$ cat src/rtl/acc_alu_pkg.sv
package acc_alu_pkg;

    localparam int DW  = 8;
    localparam int NIB = DW / 2;

    // status word bit positions
    localparam int SW_CY  = 7;
    localparam int SW_AC  = 6;
    localparam int SW_OV  = 2;
    localparam int SW_PAR = 0;

    typedef enum logic [4:0] {
        OP_ADD  = 5'd0,
        OP_ADDC = 5'd1,
        OP_SUBB = 5'd2,
        OP_INC  = 5'd3,
        OP_DEC  = 5'd4,
        OP_MUL  = 5'd5,
        OP_DIV  = 5'd6,
        OP_DA   = 5'd7,
        OP_RL   = 5'd8,
        OP_RLC  = 5'd9,
        OP_RR   = 5'd10,
        OP_RRC  = 5'd11,
        OP_SWAP = 5'd12,
        OP_AND  = 5'd13,
        OP_OR   = 5'd14,
        OP_XOR  = 5'd15,
        OP_CPL  = 5'd16,
        OP_CLR  = 5'd17,
        OP_CMP  = 5'd18
    } alu_op_e;

    typedef struct packed {
        logic [DW-1:0] acc;
        logic [DW-1:0] b;
        logic          cy;
        logic          ac;
        logic          ov;
    } alu_res_t;

    function automatic logic even_fill(input logic [DW-1:0] v);
        return ^v;
    endfunction

endpackage

$ cat src/rtl/alu_addsub.sv
module alu_addsub
    import acc_alu_pkg::*;
#(
    parameter int W = DW,
    parameter int H = W / 2
) (
    input  logic [W-1:0] a_i,
    input  logic [W-1:0] b_i,
    input  logic         cin_i,
    input  logic         sub_i,
    output logic [W-1:0] sum_o,
    output logic         cy_o,
    output logic         ac_o,
    output logic         ov_o
);
    logic [W:0] full;
    logic [H:0] low;

    always_comb begin
        if (sub_i) begin
            full = {1'b0, a_i} - {1'b0, b_i} - {{W{1'b0}}, cin_i};
            low  = {1'b0, a_i[H-1:0]} - {1'b0, b_i[H-1:0]} - {{H{1'b0}}, cin_i};
            ov_o = (a_i[W-1] ^ b_i[W-1]) & (full[W-1] ^ a_i[W-1]);
        end else begin
            full = {1'b0, a_i} + {1'b0, b_i} + {{W{1'b0}}, cin_i};
            low  = {1'b0, a_i[H-1:0]} + {1'b0, b_i[H-1:0]} + {{H{1'b0}}, cin_i};
            ov_o = ~(a_i[W-1] ^ b_i[W-1]) & (full[W-1] ^ a_i[W-1]);
        end
        sum_o = full[W-1:0];
        cy_o  = full[W];
        ac_o  = low[H];
    end
endmodule

$ cat src/rtl/alu_muldiv.sv
module alu_muldiv
    import acc_alu_pkg::*;
#(
    parameter int W = DW
) (
    input  logic [W-1:0] a_i,
    input  logic [W-1:0] b_i,
    output logic [W-1:0] prod_lo_o,
    output logic [W-1:0] prod_hi_o,
    output logic         prod_big_o,
    output logic [W-1:0] quo_o,
    output logic [W-1:0] rem_o,
    output logic         div_zero_o
);
    localparam int PW = 2 * W;

    logic [PW-1:0] prod;

    assign prod       = {{W{1'b0}}, a_i} * {{W{1'b0}}, b_i};
    assign prod_lo_o  = prod[W-1:0];
    assign prod_hi_o  = prod[PW-1:W];
    assign prod_big_o = |prod[PW-1:W];
    assign div_zero_o = (b_i == '0);

    // restoring division, one trial subtract per dividend bit, MSB first
    always_comb begin
        logic [W-1:0] part;
        logic [W:0]   trial;
        part  = '0;
        quo_o = '0;
        for (int k = W - 1; k >= 0; k--) begin
            trial = {part, a_i[k]};
            if (trial >= {1'b0, b_i}) begin
                quo_o[k] = 1'b1;
                trial    = trial - {1'b0, b_i};
            end
            part = trial[W-1:0];
        end
        rem_o = part;
    end

    always_comb begin
        logic [PW-1:0] back;
        back = {{W{1'b0}}, quo_o} * {{W{1'b0}}, b_i} + {{W{1'b0}}, rem_o};
        if (b_i != '0) begin
            AST_DIV_IDENTITY: assert (back == {{W{1'b0}}, a_i});
            AST_DIV_REM_BELOW: assert (rem_o < b_i);
        end
    end
endmodule

$ cat src/rtl/alu_decadj.sv
module alu_decadj
    import acc_alu_pkg::*;
#(
    parameter int W = DW,
    parameter int H = W / 2
) (
    input  logic [W-1:0] a_i,
    input  logic         cy_i,
    input  logic         ac_i,
    output logic [W-1:0] res_o,
    output logic         cy_o
);
    localparam logic [H-1:0] NINE = H'(9);
    localparam logic [H-1:0] SIX  = H'(6);

    logic [W:0] step1;
    logic [W:0] step2;
    logic       lo_fix;
    logic       hi_fix;
    logic       c1;

    always_comb begin
        lo_fix = (a_i[H-1:0] > NINE) | ac_i;
        step1  = {1'b0, a_i} + (lo_fix ? {{(W+1-H){1'b0}}, SIX} : '0);
        c1     = step1[W] | cy_i;
        hi_fix = (step1[W-1:H] > NINE) | c1;
        step2  = {1'b0, step1[W-1:0]} + (hi_fix ? {1'b0, SIX, {H{1'b0}}} : '0);
        res_o  = step2[W-1:0];
        cy_o   = c1 | step2[W];
    end
endmodule

$ cat src/rtl/alu_shiftlog.sv
module alu_shiftlog
    import acc_alu_pkg::*;
#(
    parameter int W = DW,
    parameter int H = W / 2
) (
    input  alu_op_e      op_i,
    input  logic [W-1:0] a_i,
    input  logic [W-1:0] opnd_i,
    input  logic         cy_i,
    output logic [W-1:0] res_o,
    output logic         cy_o,
    output logic         cy_wr_o
);
    always_comb begin
        res_o   = a_i;
        cy_o    = cy_i;
        cy_wr_o = 1'b0;
        unique case (op_i)
            OP_INC:  res_o = a_i + W'(1);
            OP_DEC:  res_o = a_i - W'(1);
            OP_RL:   res_o = {a_i[W-2:0], a_i[W-1]};
            OP_RR:   res_o = {a_i[0], a_i[W-1:1]};
            OP_RLC: begin
                res_o   = {a_i[W-2:0], cy_i};
                cy_o    = a_i[W-1];
                cy_wr_o = 1'b1;
            end
            OP_RRC: begin
                res_o   = {cy_i, a_i[W-1:1]};
                cy_o    = a_i[0];
                cy_wr_o = 1'b1;
            end
            OP_SWAP: res_o = {a_i[H-1:0], a_i[W-1:H]};
            OP_AND:  res_o = a_i & opnd_i;
            OP_OR:   res_o = a_i | opnd_i;
            OP_XOR:  res_o = a_i ^ opnd_i;
            OP_CPL:  res_o = ~a_i;
            OP_CLR:  res_o = '0;
            OP_CMP: begin
                cy_o    = (a_i < opnd_i);
                cy_wr_o = 1'b1;
            end
            default: res_o = a_i;
        endcase
    end
endmodule

$ cat src/rtl/acc_alu.sv
module acc_alu
    import acc_alu_pkg::*;
#(
    parameter int W = DW
) (
    input  logic         clk,
    input  logic         rst,
    input  logic         op_valid,
    input  logic [4:0]   op,
    input  logic [W-1:0] acc_in,
    input  logic [W-1:0] b_in,
    input  logic [W-1:0] opnd_in,
    input  logic [7:0]   psw_in,
    output logic         res_valid,
    output logic [W-1:0] acc_out,
    output logic [W-1:0] b_out,
    output logic [7:0]   psw_out
);
    alu_op_e  op_e;
    alu_res_t nxt;
    logic [7:0] nxt_psw;

    logic [W-1:0] as_sum;
    logic         as_cy, as_ac, as_ov;
    logic [W-1:0] md_lo, md_hi, md_quo, md_rem;
    logic         md_big, md_zero;
    logic [W-1:0] da_res;
    logic         da_cy;
    logic [W-1:0] sl_res;
    logic         sl_cy, sl_cy_wr;

    assign op_e = alu_op_e'(op);

    alu_addsub #(.W(W)) u_addsub (
        .a_i   (acc_in),
        .b_i   (opnd_in),
        .cin_i ((op_e != OP_ADD) & psw_in[SW_CY]),
        .sub_i (op_e == OP_SUBB),
        .sum_o (as_sum),
        .cy_o  (as_cy),
        .ac_o  (as_ac),
        .ov_o  (as_ov)
    );

    alu_muldiv #(.W(W)) u_muldiv (
        .a_i        (acc_in),
        .b_i        (b_in),
        .prod_lo_o  (md_lo),
        .prod_hi_o  (md_hi),
        .prod_big_o (md_big),
        .quo_o      (md_quo),
        .rem_o      (md_rem),
        .div_zero_o (md_zero)
    );

    alu_decadj #(.W(W)) u_decadj (
        .a_i   (acc_in),
        .cy_i  (psw_in[SW_CY]),
        .ac_i  (psw_in[SW_AC]),
        .res_o (da_res),
        .cy_o  (da_cy)
    );

    alu_shiftlog #(.W(W)) u_shiftlog (
        .op_i    (op_e),
        .a_i     (acc_in),
        .opnd_i  (opnd_in),
        .cy_i    (psw_in[SW_CY]),
        .res_o   (sl_res),
        .cy_o    (sl_cy),
        .cy_wr_o (sl_cy_wr)
    );

    always_comb begin
        nxt.acc = acc_in;
        nxt.b   = b_in;
        nxt.cy  = psw_in[SW_CY];
        nxt.ac  = psw_in[SW_AC];
        nxt.ov  = psw_in[SW_OV];
        case (op_e)
            OP_ADD, OP_ADDC, OP_SUBB: begin
                nxt.acc = as_sum;
                nxt.cy  = as_cy;
                nxt.ac  = as_ac;
                nxt.ov  = as_ov;
            end
            OP_MUL: begin
                nxt.acc = md_lo;
                nxt.b   = md_hi;
                nxt.cy  = 1'b0;
                nxt.ov  = md_big;
            end
            OP_DIV: begin
                nxt.acc = md_quo;
                nxt.b   = md_rem;
                nxt.cy  = 1'b0;
                nxt.ov  = md_zero;
            end
            OP_DA: begin
                nxt.acc = da_res;
                nxt.cy  = da_cy;
            end
            default: begin
                nxt.acc = sl_res;
                if (sl_cy_wr) nxt.cy = sl_cy;
            end
        endcase
        nxt_psw = {nxt.cy, nxt.ac, psw_in[5:3], nxt.ov, psw_in[1],
                   even_fill(nxt.acc)};
    end

    always_ff @(posedge clk) begin
        if (rst) begin
            res_valid <= 1'b0;
            acc_out   <= '0;
            b_out     <= '0;
            psw_out   <= '0;
        end else begin
            res_valid <= op_valid;
            if (op_valid) begin
                acc_out <= nxt.acc;
                b_out   <= nxt.b;
                psw_out <= nxt_psw;
            end
        end
    end

    AST_VALID_NEXT: assert property (@(posedge clk) disable iff (rst)
        op_valid |=> res_valid);
    AST_IDLE_HOLD: assert property (@(posedge clk) disable iff (rst)
        !op_valid |=> (!res_valid && $stable(acc_out) && $stable(b_out) && $stable(psw_out)));
    AST_PARITY_EVEN: assert property (@(posedge clk) disable iff (rst)
        (^{acc_out, psw_out[SW_PAR]}) == 1'b0);
    AST_MODE_BITS_COPY: assert property (@(posedge clk) disable iff (rst)
        op_valid |=> (psw_out[5:3] == $past(psw_in[5:3]) && psw_out[1] == $past(psw_in[1])));
    AST_MULDIV_CY_CLEAR: assert property (@(posedge clk) disable iff (rst)
        (op_valid && (op == 5'd5 || op == 5'd6)) |=> !psw_out[SW_CY]);
    AST_DA_KEEPS_CY: assert property (@(posedge clk) disable iff (rst)
        (op_valid && op == 5'd7 && psw_in[SW_CY]) |=> psw_out[SW_CY]);
    AST_CMP_ACC_KEPT: assert property (@(posedge clk) disable iff (rst)
        (op_valid && op == 5'd18) |=> (acc_out == $past(acc_in)));
endmodule

$ cat config.mk
export PLATFORM = sky130hd
export DESIGN_NAME = acc_alu
export DESIGN_NICKNAME = d
export VERILOG_FILES = /design/src/rtl/acc_alu_pkg.sv /design/src/rtl/alu_addsub.sv /design/src/rtl/alu_muldiv.sv /design/src/rtl/alu_decadj.sv /design/src/rtl/alu_shiftlog.sv /design/src/rtl/acc_alu.sv
export SDC_FILE = /design/constraint.sdc
export NUM_CORES = 1
export LEC_CHECK = 0
export BUFFER_PORTS_ARGS = -buffer_cell sky130_fd_sc_hd__buf_4
export CORE_MARGIN = 2
export CORE_UTILIZATION = 60
export DETAILED_ROUTE_END_ITERATION = 12
export PLACE_DENSITY = 0.9
export SYNTH_ARGS = -nofsm -noshare
export SYNTH_HDL_FRONTEND = slang
export SYNTH_SLANG_ARGS = --single-unit
$ cat constraint.sdc
create_clock -name clk -period 43.3 [get_ports clk]
set_input_delay 2.165 -clock clk [delete_from_list [all_inputs] [get_ports clk]]
set_output_delay 2.165 -clock clk [all_outputs]
set_load 0.01 [all_outputs]
# [Word-level counts from Yosys, hierarchy flattened]
# Cells that the tools add are included.
# Widths: inputs -> output; s select.
[op_classes] addsub=20 eq_ne=18 mux=30 bitwise_logic=15 order_cmp=11 multipliers=1 n_reduce_logical=8
[op_table] op="$pmux 8 s12" count=1
[op_table] op="$mux 8" count=8
[op_table] op="$ge 9x8->1" count=7
[op_table] op="$sub 8x8->8" count=7
[op_table] op="$eq 5x4->1 const B" count=8
[op_table] op="$pmux 8 s4" count=1
[op_table] op="$eq 5x3->1 const B" count=4
[op_table] op="$add 8x9->9" count=2
[op_table] op="$mul 8x8->16" count=1
[op_table] op="$pmux 8 s2" count=1
[op_table] op="$eq 5x5->1 const B" count=3
[op_table] op="$mux 1" count=12
[op_table] op="$eq 5x2->1 const B" count=2
[op_table] op="$add 8x8->9" count=1
[op_table] op="$add 9x1->9" count=1
[op_table] op="$mux 9" count=1
[op_table] op="$pmux 1 s3" count=3
[op_table] op="$sub 8x8->9" count=1
[op_table] op="$sub 9x1->9" count=1
[op_table] op="$add 8x1->8 const B" count=1
[op_table] op="$and 8x8->8" count=1
[op_table] op="$ge 1x8->1" count=1
[op_table] op="$gt 4x4->1 const B" count=2
[op_table] op="$logic_not 8->1" count=1
[op_table] op="24 further kinds" count=32
[totals] inputBits=40 out_inout_bits=25 reg_bits=25 word_cells=107

# [Longest topological paths before layout]
[logic_depth] word_depth=18 depth_mapped=89 mapped_depth_nobuf=83

# [By module]
# Synthesis repeated with hierarchy kept, for this count alone.
[unflattened] cells_unflattened=1195 area_unflattened_um2=9520.4
[modules_own_cells] mod="alu_muldiv" seq_area_each_um2=0.0 cells_per_inst=656 instances=1 area_per_inst_um2=5227.5
[modules_own_cells] mod="alu_shiftlog" seq_area_each_um2=0.0 cells_per_inst=215 instances=1 area_per_inst_um2=1556.5
[modules_own_cells] mod="acc_alu" seq_area_each_um2=500.5 cells_per_inst=170 instances=1 area_per_inst_um2=1534.0
[modules_own_cells] mod="alu_addsub" seq_area_each_um2=0.0 cells_per_inst=121 instances=1 area_per_inst_um2=933.4
[modules_own_cells] mod="alu_decadj" seq_area_each_um2=0.0 cells_per_inst=33 instances=1 area_per_inst_um2=269.0

# [Worst setup path before layout]
# No wires, ideal clock.
[synth_timing] path_type="input-to-reg" from="input acc_in[7]" to="register b_out[4]" setup_slack_ns=25.409 arrival_ns=17.756 t_required_ns=43.165 cell_stages=87 setup_ns=0.135 path_buffers=6 cell_sequence="inv_1 > buf_1 > ha_1 > inv_1 > ha_1 > o21a_1 > and2_1 > ha_1 > a21oi_1 > a21boi_0 > o21ai_0 > nand2_1 > clkbuf_1 > o21ai_0 > inv_1 > ha_1 > nor2b_1 > o21ai_0 > [51 not listed] > nand2_4 > mux2_2 > inv_1 > ha_1 > nor2b_1 > o21ai_0 > nand2b_1 > a21o_1 > a21o_1 > a21oi_1 > o21ai_0 > a21o_1 > a21o_1 > a211o_1 > nand2_4 > mux2_2 > a221oi_2 > nor3_2"
[synth_via] elab_chain_cells=17 word_cells_on_any_way=26 classes_between="add/sub (8); mul (1); order compare (8); mux (9)"
[synth_rtl] element="from (decl)" line="acc_alu.sv:10" text="input logic [W-1:0] acc_in,"
[synth_rtl] element="$sub 1x8->8 / $ge 1x8->1 (equally long branches)" line="alu_muldiv.sv:35, alu_muldiv.sv:33"
[synth_rtl] element="$mux 8" line="alu_muldiv.sv:33" text="if (trial >= {1'b0, b_i}) begin"
[synth_rtl] element="$sub 8x8->8 / $ge 9x8->1 (equally long branches)" line="alu_muldiv.sv:35, alu_muldiv.sv:33"
[synth_rtl] element="$mux 8" line="alu_muldiv.sv:33"
[synth_rtl] element="$sub 8x8->8 / $ge 9x8->1 (equally long branches)" line="alu_muldiv.sv:35, alu_muldiv.sv:33"
[synth_rtl] element="$mux 8" line="alu_muldiv.sv:33"
[synth_rtl] element="$sub 8x8->8 / $ge 9x8->1 (equally long branches)" line="alu_muldiv.sv:35, alu_muldiv.sv:33"
[synth_rtl] element="$mux 8" line="alu_muldiv.sv:33"
[synth_rtl] element="$sub 8x8->8 / $ge 9x8->1 (equally long branches)" line="alu_muldiv.sv:35, alu_muldiv.sv:33"
[synth_rtl] element="$mux 8" line="alu_muldiv.sv:33"
[synth_rtl] element="$sub 8x8->8 / $ge 9x8->1 (equally long branches)" line="alu_muldiv.sv:35, alu_muldiv.sv:33"
[synth_rtl] element="$mux 8" line="alu_muldiv.sv:33"
[synth_rtl] element="$sub 8x8->8 / $ge 9x8->1 (equally long branches)" line="alu_muldiv.sv:35, alu_muldiv.sv:33"
[synth_rtl] element="$mux 8" line="alu_muldiv.sv:33"
[synth_rtl] element="$ge 9x8->1 / $sub 8x8->8 (equally long branches)" line="alu_muldiv.sv:33, alu_muldiv.sv:35"
[synth_rtl] element="$mux 8" line="alu_muldiv.sv:33"
[synth_rtl] element="$pmux 8 s2 (*)" line="acc_alu.sv:80" text="case (op_e)"
[synth_rtl] element="to (signal assigned)" line="acc_alu.sv:122" text="b_out <= nxt.b;"
[synth_rtl] element="to (decl)" line="acc_alu.sv:16" text="output logic [W-1:0] b_out,"
# Every way passes the cells marked *; elsewhere a longest branch is shown, timed or not.
# A chain may end at the register's enable or synchronous reset.

# [Worst setup path in the final report]
# Ends and elaborated chain as after synthesis.

==> results.md <==
- Reg2reg path depth: 2
- Ports: 65
- Drt wl/cell: 19.02 um
- Largest net degree at the start of global routing: 40
- Number of flops mapped to enable cells by yosys: 0
- Peak VDD IR: 0.05081 mV
- Total CTS buffers: 3
- CTS Sinks: 25
- Worst EP required: 43440 ps
- Synth Instances: 1130
- Number of max-cap violations: 0
- Critical R2R Launch: psw_out[2]
- Fin Clk Skew: 0 ps
- Pre-CTS WS: 21990 ps
- Hold Vio Cnt, Final: 0
- Final Critical Period: 21450 ps
- Sequential Power Share: 0.068
- Vias in the first global route: 8723
- Status: finished, final reports clean
- Post-DRT Antenna Nets: 0
- Unrepaired setup endpoints after global routing: no
- Switching Share: 0.5039
- Die Width: 125.7 um
- Die area: 15810 sq um
- DRT Pass-1 Iters: 7
- Mapped Nets: 1370
- Synth top area cells: ha_1 (21%), fa_1 (11%), dfxtp_1 (5.6%), nor2_1 (4.9%), xnor2_1 (4.7%)
- Switching pwr: 0.1933 mW
- Arr. time, crit path: 21590 ps
- Top FF cell, synth: dfxtp_1
- Iteration-0 DRC Markers: 842
- Layout cells sized above 1: 0.1092
- Via density: 6.448
- Initial antenna violation count: 0
- Period utilization: 0.4954
- Endpoint of the worst register-to-register path: psw_out[2]
- Hpwl dp: 19.96 mm
- Insertion delay to the later sink of the worst-skew pair: 260 ps
- Resize count post-CTS: 0
- Peak Freq: 46.62 MHz
- DP Area: 9454 sq um
- Leak: 4.803 nW
- Crit Path Max Fanout: 16
- Setup tns final: 0 ps
- Initial Util: 0.6141
- Pwr Total: 0.3836 mW
- Setup repair bufs after CTS: 0
- Avg Inst Size Synth: 7.868 sq um
- Final wirelength: 25.62 mm
- First-pass GRT wire length: 42.36 mm
- Min setup slack post-route: 21850 ps
- Clk buf depth: 2
- Synth cell types: 77
- Share of the yosys chip area belonging to registers: 0.05629
- Critical-path top delay cell: nor3_2
- Combinational share of power: 0.876
- Measured slew at the worst slew-check pin: 1120 ps
- Pwr/cell area: 40.22 nW/um^2
- Fin. max-slew vios: 0
- Post-CTS Hold Fix Bufs: 0
- Antenna diode count: 0
- Remaining Overflow, GRT: 0
- GP Congestion: 0.9912
- CTS Root Buffer Type: clkbuf_16
- Drc violations: 0
- Most common cell in the netlist: ha_1
- Slew headroom: 0.2491
- CP Capture Type: flop
- Critical path class: input pin to flop
- Synth area leader: ha_1
- Row Count: 44
- Most frequent CP cell: o21ai_0
- Async SR Flop Fraction: 0
- Final #Nets: 1404
- Buffers added on ports: 63
- Die Height: 125.7 um
- Synth warn: 0
- Area growth, synth to finish: 7.276%
- Final instance area: 9538 sq um
- Internal: 0.1903 mW
- CP startpoint: acc_in[7]
- Top cells by count, synth: ha_1 (150), nor2_1 (116), inv_1 (111)
- GRT Util Overall: 0.3224
- Worst setup SP type: input pin
- Setup slack, reg-to-reg: 42540 ps
- Max H-tree Level: 1
- CP endpoint: b_out[4]
- Clk pwr share: 0.056
- Synth Cell Area: 8891 sq um
- Vias post-DR: 8686
- CP max stage delay: 910 ps
- Clock transition at the registers of the reported paths: 70 ps
- CTS tree: done
- #FFs+latches synth: 25
- Setup violations, final: 0
- Floorplan core area: 14480 sq um
- Synth top area share: 0.2111
- Hold/Removal Path Class: flop to flop
cell families after synthesis:
kind of cell | count (synthesis) | share of synthesized area
and+or+nand+nor | 345 | 0.1848
xor gates and xnor gates | 77 | 0.07740
buffers and inverters | 149 | 0.06515
adders and majority gates | 200 | 0.3237
muxes | 64 | 0.08247
AOI/OAI and AO/OA | 270 | 0.2102
DFF | 25 | 0.05629
registers in the layout, indices dropped and copies added, names as in the netlist:
name       count
psw_out        8
acc_out        8
b_out          8
res_valid      1
layer usage:
metal	vias up	track usage	routed length, um
li1	4020	-	-
met1	4086	0.3972	10060
met2	454	0.5472	12040
met3	126	0.04121	1887
met4	0	0.1784	1628
met5	-	0	0
cells in the final DEF (no fill, tap or decap), types with 4 or more instances in the layout:
cell,count
a311oi_1,5
o221ai_1,5
nand2_1,106
mux2i_1,32
o22ai_1,9
xor2_1,28
nor3_1,21
xnor2_1,48
o211a_1,4
nand2b_1,19
o21ai_0,55
a21o_1,27
a221oi_1,8
nand3_1,12
a221oi_2,5
nor2_1,116
nor3_2,6
dfxtp_1,25
mux2_4,5
inv_1,111
nand4_1,8
a22oi_1,11
o21a_1,14
and2_1,7
o211ai_1,7
o21bai_1,11
nor2b_1,29
a211oi_1,8
a21oi_1,60
mux2_2,23
a21boi_0,5
buf_4,65
a31oi_1,5
fa_1,50
ha_1,150
worst max-delay path, delay by kind of cell:
family / cells / cell delay (ps)
buffers and inverters: 10 / 1380
and+or+nand+nor: 20 / 4020
AOI/OAI and AO/OA: 40 / 9860
muxes: 4 / 1600
adders and majority gates: 9 / 2500
how the worst min path moves through the flow:
stage	from	endpoint	slack, ps	depth (start not counted)
2_1_floorplan	b_out[0]	b_out[0]	500	2
5_1_grt	b_out[0]	b_out[0]	530	2
6_report	acc_out[0]	acc_out[0]	490	2
3_3_place_gp	b_out[0]	b_out[0]	470	2
3_5_place_dp	b_out[6]	b_out[6]	470	2
4_1_cts	b_out[6]	b_out[6]	480	2
cell type report:
type,instances,area (sq um)
multi-input combinational,956,7811
fill,1186,4941
sequential,25,500.5
timing repair buffer,65,488.0
inverter,113,424.2
tap,184,230.2
clock buffer,3,75.07
clock inverter,1,8.758
power groups by stage:
stage / sequential (mW) / clock [mW] / combinational (mW)
6_report: 0.0262 / 0.0213 / 0.336
3_5_place_dp: 0.0267 / 0 / 0.326
3_3_place_gp: 0.0266 / 0 / 0.315
4_1_cts: 0.0262 / 0.0215 / 0.329
5_1_grt: 0.0265 / 0.0223 / 0.365
2_1_floorplan: 0.0276 / 0 / 0.259
through the flow:
stage	hold slack, ps	instances	util
final	487.8	1347	0.6587
after global routing	528.6	1347	0.6587
after CTS	484.2	1347	0.6587
after detailed placement	473.1	1343	0.6530
after global placement	467.2	1343	0.6530
after floorplan	495.3	1130	-
Note: power is estimated with default switching activity, not from simulation.
